==> src/rtl/cla_pkg.sv <==
package cla_pkg;

   // number of tree levels needed to reduce w bits to a single node
   function automatic int tree_depth(input int w, input int k);
      int n;
      int d;
      n = 1;
      d = 0;
      while (n < w) begin
         n = n * k;
         d = d + 1;
      end
      return d;
   endfunction

   // true when w is an exact power of k
   function automatic bit is_power_of(input int w, input int k);
      int n;
      n = 1;
      while (n < w) n = n * k;
      return (n == w);
   endfunction

   // node count at a given level (level 0 = bit positions)
   function automatic int level_nodes(input int w, input int k, input int lvl);
      int n;
      n = w;
      for (int i = 0; i < lvl; i++) n = n / k;
      return n;
   endfunction

endpackage

==> src/rtl/cla_pg_bits.sv <==
module cla_pg_bits #(
   parameter int WIDTH = 64
) (
   input  logic [WIDTH-1:0] a_bits,
   input  logic [WIDTH-1:0] b_bits,
   output logic [WIDTH-1:0] gen_bits,
   output logic [WIDTH-1:0] prop_bits
);

   for (genvar j = 0; j < WIDTH; j++) begin : bit_pg
      assign gen_bits[j]  = a_bits[j] & b_bits[j];
      assign prop_bits[j] = a_bits[j] | b_bits[j];
   end

   // a bit that generates also propagates (inclusive OR form)
   always_comb begin

      pg_cover_chk: assert ((gen_bits & ~prop_bits) == '0)
         else $error("generate set without propagate");
   end

endmodule

==> src/rtl/cla_group.sv <==
module cla_group #(
   parameter int K = 4
) (
   input  logic [K-1:0] g_in,
   input  logic [K-1:0] p_in,
   input  logic         c_in,
   output logic         g_out,
   output logic         p_out,
   output logic [K-1:0] c_child
);

   // Flattened lookahead over members below index 'upto':
   // bit 1 = combined generate, bit 0 = combined propagate.
   function automatic logic [1:0] span_gp(input logic [K-1:0] g,
                                          input logic [K-1:0] p,
                                          input int upto);
      logic acc;
      logic chain;
      acc   = 1'b0;
      chain = 1'b1;
      for (int m = K - 1; m >= 0; m--) begin
         if (m < upto) begin
            acc   = acc | (chain & g[m]);
            chain = chain & p[m];
         end
      end
      return {acc, chain};
   endfunction

   for (genvar i = 0; i < K; i++) begin : carry_tap
      logic [1:0] sp;
      assign sp         = span_gp(g_in, p_in, i);
      assign c_child[i] = sp[1] | (sp[0] & c_in);
   end

   logic [1:0] grp;
   assign grp   = span_gp(g_in, p_in, K);
   assign g_out = grp[1];
   assign p_out = grp[0];

   always_comb begin
      for (int i = 0; i < K - 1; i++) begin

         grp_ripple_chk: assert (c_child[i+1] == (g_in[i] | (p_in[i] & c_child[i])))
            else $error("member carry disagrees with ripple");
      end

      grp_cout_chk: assert ((g_out | (p_out & c_in)) ==
                            (g_in[K-1] | (p_in[K-1] & c_child[K-1])))
         else $error("group carry-out disagrees with member chain");
   end

endmodule

==> src/rtl/cla_tree.sv <==
module cla_tree #(
   parameter int WIDTH = 64,
   parameter int GROUP = 4
) (
   input  logic [WIDTH-1:0] g_bit,
   input  logic [WIDTH-1:0] p_bit,
   input  logic             c_in,
   output logic [WIDTH-1:0] c_bit,
   output logic             c_out
);

   localparam int DEPTH = cla_pkg::tree_depth(WIDTH, GROUP);

   for (genvar l = 1; l <= DEPTH; l++) begin : lvl
      localparam int NN = cla_pkg::level_nodes(WIDTH, GROUP, l);
      localparam int NC = NN * GROUP;

      logic [NN-1:0] g_l;
      logic [NN-1:0] p_l;
      logic [NN-1:0] c_l;
      logic [NC-1:0] g_ch;
      logic [NC-1:0] p_ch;
      logic [NC-1:0] c_ch;

      // children of this level: bit terms at the bottom, the level below otherwise
      if (l == 1) begin : src
         assign g_ch  = g_bit;
         assign p_ch  = p_bit;
         assign c_bit = c_ch;
      end else begin : src
         assign g_ch = lvl[l-1].g_l;
         assign p_ch = lvl[l-1].p_l;
      end

      // carries into this level's nodes: block carry-in at the root
      if (l == DEPTH) begin : cfeed
         assign c_l = c_in;
      end else begin : cfeed
         assign c_l = lvl[l+1].c_ch;
      end

      for (genvar j = 0; j < NN; j++) begin : node
         cla_group #(.K(GROUP)) u_grp (
            .g_in    (g_ch[j*GROUP +: GROUP]),
            .p_in    (p_ch[j*GROUP +: GROUP]),
            .c_in    (c_l[j]),
            .g_out   (g_l[j]),
            .p_out   (p_l[j]),
            .c_child (c_ch[j*GROUP +: GROUP])
         );
      end
   end

   assign c_out = lvl[DEPTH].g_l[0] | (lvl[DEPTH].p_l[0] & c_in);

endmodule

==> src/rtl/cla_sum.sv <==
module cla_sum #(
   parameter int WIDTH = 64
) (
   input  logic [WIDTH-1:0] gen_bits,
   input  logic [WIDTH-1:0] prop_bits,
   input  logic [WIDTH-1:0] carry_bits,
   output logic [WIDTH-1:0] sum_bits
);

   // with G = a&b and P = a|b, P ^ G equals a ^ b
   for (genvar j = 0; j < WIDTH; j++) begin : bit_sum
      assign sum_bits[j] = prop_bits[j] ^ gen_bits[j] ^ carry_bits[j];
   end

endmodule

==> src/rtl/cla_adder.sv <==
module cla_adder #(
   parameter int WIDTH = 64,
   parameter int GROUP = 4
) (
   input  logic [WIDTH-1:0] op_a,
   input  logic [WIDTH-1:0] op_b,
   input  logic             sub_en,
   input  logic             carry_in,
   output logic [WIDTH-1:0] sum_out,
   output logic             carry_out,
   output logic             ovf_out
);

   localparam int MSB = WIDTH - 1;

   // elaboration-time parameter checks
   if (!(WIDTH == 16 || WIDTH == 32 || WIDTH == 64)) begin : bad_width
      $error("WIDTH must be 16, 32 or 64");
   end
   if (!(GROUP == 2 || GROUP == 4)) begin : bad_group
      $error("GROUP must be 2 or 4");
   end
   if (!cla_pkg::is_power_of(WIDTH, GROUP)) begin : bad_ratio
      $error("WIDTH must be a power of GROUP");
   end

   logic [WIDTH-1:0] b_eff;
   logic             c_first;
   logic [WIDTH-1:0] g_bit;
   logic [WIDTH-1:0] p_bit;
   logic [WIDTH-1:0] c_bit;

   assign b_eff   = op_b ^ {WIDTH{sub_en}};
   assign c_first = sub_en | carry_in;

   cla_pg_bits #(.WIDTH(WIDTH)) u_pg (
      .a_bits    (op_a),
      .b_bits    (b_eff),
      .gen_bits  (g_bit),
      .prop_bits (p_bit)
   );

   cla_tree #(.WIDTH(WIDTH), .GROUP(GROUP)) u_tree (
      .g_bit (g_bit),
      .p_bit (p_bit),
      .c_in  (c_first),
      .c_bit (c_bit),
      .c_out (carry_out)
   );

   cla_sum #(.WIDTH(WIDTH)) u_sum (
      .gen_bits   (g_bit),
      .prop_bits  (p_bit),
      .carry_bits (c_bit),
      .sum_bits   (sum_out)
   );

   assign ovf_out = (op_a[MSB] ~^ b_eff[MSB]) & (sum_out[MSB] ^ op_a[MSB]);

   logic [WIDTH:0] ref_u;
   logic [WIDTH:0] ref_s;
   always_comb begin
      ref_u = {1'b0, op_a} + {1'b0, b_eff} + {{WIDTH{1'b0}}, c_first};
      ref_s = {op_a[MSB], op_a} + {b_eff[MSB], b_eff} + {{WIDTH{1'b0}}, c_first};

      add_result_chk: assert ({carry_out, sum_out} == ref_u)
         else $error("tree result differs from wide sum");

      ovf_flag_chk: assert (ovf_out == (ref_s[WIDTH] ^ ref_s[MSB]))
         else $error("overflow flag differs from extended sign");

      no_borrow_chk: assert (!sub_en || (carry_out == (op_a >= op_b)))
         else $error("borrow indication wrong");
   end

endmodule

==> config.mk <==
export PLATFORM = sky130hd
export DESIGN_NAME = cla_adder
export DESIGN_NICKNAME = d
export VERILOG_FILES = /design/src/rtl/cla_pkg.sv /design/src/rtl/cla_pg_bits.sv /design/src/rtl/cla_group.sv /design/src/rtl/cla_tree.sv /design/src/rtl/cla_sum.sv /design/src/rtl/cla_adder.sv
export SDC_FILE = /design/constraint.sdc
export NUM_CORES = 1
export LEC_CHECK = 0
export BUFFER_PORTS_ARGS = -buffer_cell sky130_fd_sc_hd__buf_2
export CAP_MARGIN = 10
export CORE_MARGIN = 2
export CORE_UTILIZATION = 42
export DETAILED_ROUTE_END_ITERATION = 10
export GPL_TIMING_DRIVEN = 1
export PLACE_DENSITY = 0.71
export REMOVE_ABC_BUFFERS = 1
export SLEW_MARGIN = 20
export SYNTH_ARGS = -nofsm -noshare
export SYNTH_HDL_FRONTEND = slang
export SYNTH_SLANG_ARGS = --single-unit
export TNS_END_PERCENT = 100
==> constraint.sdc <==
create_clock -name vclk -period 17.8
set_clock_uncertainty 0.1 [all_clocks]
set_input_delay 3.56 -clock vclk [all_inputs]
set_output_delay 3.56 -clock vclk [all_outputs]
set_load 0.05 [all_outputs]
==> results.sh <==
export IMPL_yosys_warnings=0
export IMPL_design_seq_count=0
export IMPL_met2_usage_pct=34.39
export IMPL_finalWirelength_um=11170
export IMPL_power_density_mw_per_mm2=71.94
export IMPL_grtUsageTotal_pct=17.43
export IMPL_critical_path_max_fanout=39
export IMPL_cts_resized=0
export IMPL_die_x_um=111.3
export IMPL_diodes=0
export IMPL_finalHoldViolCount=0
export IMPL_dp_worst_setup_slack_ns=5.880
export IMPL_use_met3_pct=2.460
export IMPL_synth_cell_type_count=54
export IMPL_placed_area_mm2=0.005972
export IMPL_post_route_util_pct=52.75
export IMPL_initial_core_util_pct=42.73
export IMPL_postRouteAntennaNets=0
export IMPL_drt_iter0_drc=140
export IMPL_cts_setup_buffers=0
export IMPL_overflow=0
export IMPL_dieHeight_um=111.3
export IMPL_p_leak_nw=3.539
export IMPL_critPathLaunch="sub_en"
export IMPL_routabilityCongestion=0.8649
export IMPL_postSynthAreaPerCell_um2=7.558
export IMPL_crit_end="sum_out[44]"
export IMPL_vias=4535
export IMPL_viasPerCell=4.666
export IMPL_syn_inst=640
export IMPL_arrival_ns=8.21
export IMPL_detail_route_wl_per_cell_um=11.49
export IMPL_hpwl_um=10180
export IMPL_fin_ws_ns=5.929
export IMPL_maxCapViolCount=0
export IMPL_syn2layout_area_growth_pct=23.46
export IMPL_finalCritPeriodShare_pct=66.69
export IMPL_peakVddDrop_v=0.00006509
export IMPL_fp_coreArea_mm2=0.01132
export IMPL_post_route_min_period_ns=11.87
export IMPL_io_buffers=196
export IMPL_seq_area_um2=0
export IMPL_relSlewSlack_pct=55.91
export IMPL_grt_pass1_wl_um=18790
export IMPL_io_pins=196
export IMPL_fin_tns_setup_ns=0
export IMPL_row_count=39
export IMPL_min_path_type="in2out"
export IMPL_postCtsHoldBufs=0
export IMPL_drt_pass1_iterations=4
export IMPL_status="finished clean"
export IMPL_antenna_found_initial=0
export IMPL_cp_start_kind="primary input"
export IMPL_grt_use_met1_pct=20.77
export IMPL_drc=0
export IMPL_cp_end_kind="primary output"
export IMPL_path_class="in2out"
export IMPL_grt_pass1_vias=4425
export IMPL_final_max_slew_viol_count=0
export IMPL_final_fill_count=1144
export IMPL_rsz0062_at_grt="false"
export IMPL_drive_above_1_share_pct=25.45
export IMPL_cp_data_required_time_ns=14.14
export IMPL_die_area_mm2=0.01239
export IMPL_synthesis_area_mm2=0.004837
export IMPL_finalSetupViolations=0
export IMPL_fin_nets=1104
export IMPL_clock_buffers=0
export IMPL_fmax_mhz=84.24
export IMPL_synth_yosys_seq_area_share_pct=0
export IMPL_grt_busiest_layer="met2"
export IMPL_worstMarginPinSlew_ns=0.6613
export IMPL_fin_area_mm2=0.005972
export IMPL_grt_start_max_net_pins=40
[routing by layer]
| layer | up-vias | part of all wire (%) |
|---|---|---|
| met5 | - | 0 |
| met4 | 0 | 0.73 |
| met3 | 6 | 6.8 |
| met2 | 136 | 51 |
| met1 | 2009 | 42 |
| li1 | 2384 | - |
[cells by family (layout without fill, tap and decap cells)]
group	Yosys count	in the layout	share of synthesized area [%]
AO/OA/AOI/OAI	108	108	15.91
XOR/XNOR	111	111	20.25
adder cells (fa/ha/maj)	143	143	39.47
buffers and inverters	185	374	14.46
multiplexers	1	1	0.2328
AND/OR/NAND/NOR	92	92	9.674
[cells in the mapped netlist (2+ instances only)]
master	instances	area (um2)
inv_1	176	660.6
a211o_1	2	17.52
fa_1	16	320.3
nand2b_1	3	18.77
o31ai_2	2	25.02
buf_1	6	22.52
or4_1	7	52.55
o21bai_1	15	112.6
xnor2_1	34	297.8
nand2_1	10	37.54
a221oi_1	5	43.79
nand3_1	2	10.01
a21oi_1	39	195.2
o221ai_1	2	17.52
a21o_1	3	22.52
or3_1	3	18.77
nor3b_1	2	15.01
nor4_1	4	25.02
o31ai_1	4	30.03
nor3_1	10	50.05
a211oi_1	2	15.01
nor2_1	43	161.4
o31a_1	5	43.79
nor2b_1	3	18.77
xor2_1	76	665.6
o21a_1	3	22.52
ha_1	127	1589
o21ai_0	10	50.05
[power breakdown]
part,internal [mW],switching [mW],leakage (nW)
Sequential,0,0,0
Clock,0,0,0
Combinational,0.123,0.307,3.54
[critical path, cell delays in order]
cell and delay [ns]:
buf_4 0.37, buf_4 0.63, xor2_1 0.25, inv_1 0.07, ha_1 0.22, or4_4 0.56, nor4b_4 0.29, nand2_1 0.11
o41ai_2 0.47, nor2_2 0.14, o21bai_4 0.29, inv_2 0.10, o21ai_0 0.30, a21o_1 0.20, fa_1 0.40, buf_2 0.22
[cell type report]
cell class,instances,area [um2],area share [%]
Inverter,177,664.4,11.13
Tap cell,143,178.9,2.996
Multi-Input combinational cell,455,4138,69.29
Timing Repair Buffer,197,991.0,16.59
[layout by cell type (no fill, tap or decap), types with 2 or more instances in the layout]
master	synthesis	layout
buf_2	1	195
inv_1	176	176
ha_1	127	127
xor2_1	76	76
nor2_1	43	43
a21oi_1	39	39
xnor2_1	34	34
fa_1	16	16
o21bai_1	15	15
nand2_1	10	10
o21ai_0	10	10
nor3_1	10	10
or4_1	7	7
a221oi_1	5	5
o31a_1	5	5
nor4_1	4	4
o31ai_1	4	4
nor2b_1	3	3
or3_1	3	3
o21a_1	3	3
nand2b_1	3	3
a21o_1	3	3
nand3_1	2	2
nor3b_1	2	2
a211o_1	2	2
o221ai_1	2	2
a211oi_1	2	2
o31ai_2	2	2
buf_4	1	2
[worst min-delay path by stage]
| stage | from | endpoint | slack, ns | cells past startpoint |
|---|---|---|---|---|
| 3_5_place_dp | op_a[25] | sum_out[25] | 7.54 | 4 |
| 4_1_cts | op_a[25] | sum_out[25] | 7.54 | 4 |
| 6_report | op_a[25] | sum_out[25] | 7.53 | 4 |
| 3_3_place_gp | op_a[25] | sum_out[25] | 7.54 | 4 |
| 5_1_grt | op_a[25] | sum_out[25] | 7.56 | 4 |
| 2_1_floorplan | op_a[63] | ovf_out | 7.41 | 2 |
[metrics by stage]
stage | cells | hold WS, ns | power (mW)
after floorplan | 632 | 7.408 | 0.3347
after global placement | 972 | 7.543 | 0.4292
after detailed placement | 972 | 7.535 | 0.4311
after CTS | 972 | 7.537 | 0.4332
after global routing | 972 | 7.562 | 0.4624
final | 972 | 7.532 | 0.4296
(Power assumes the default switching activity.)
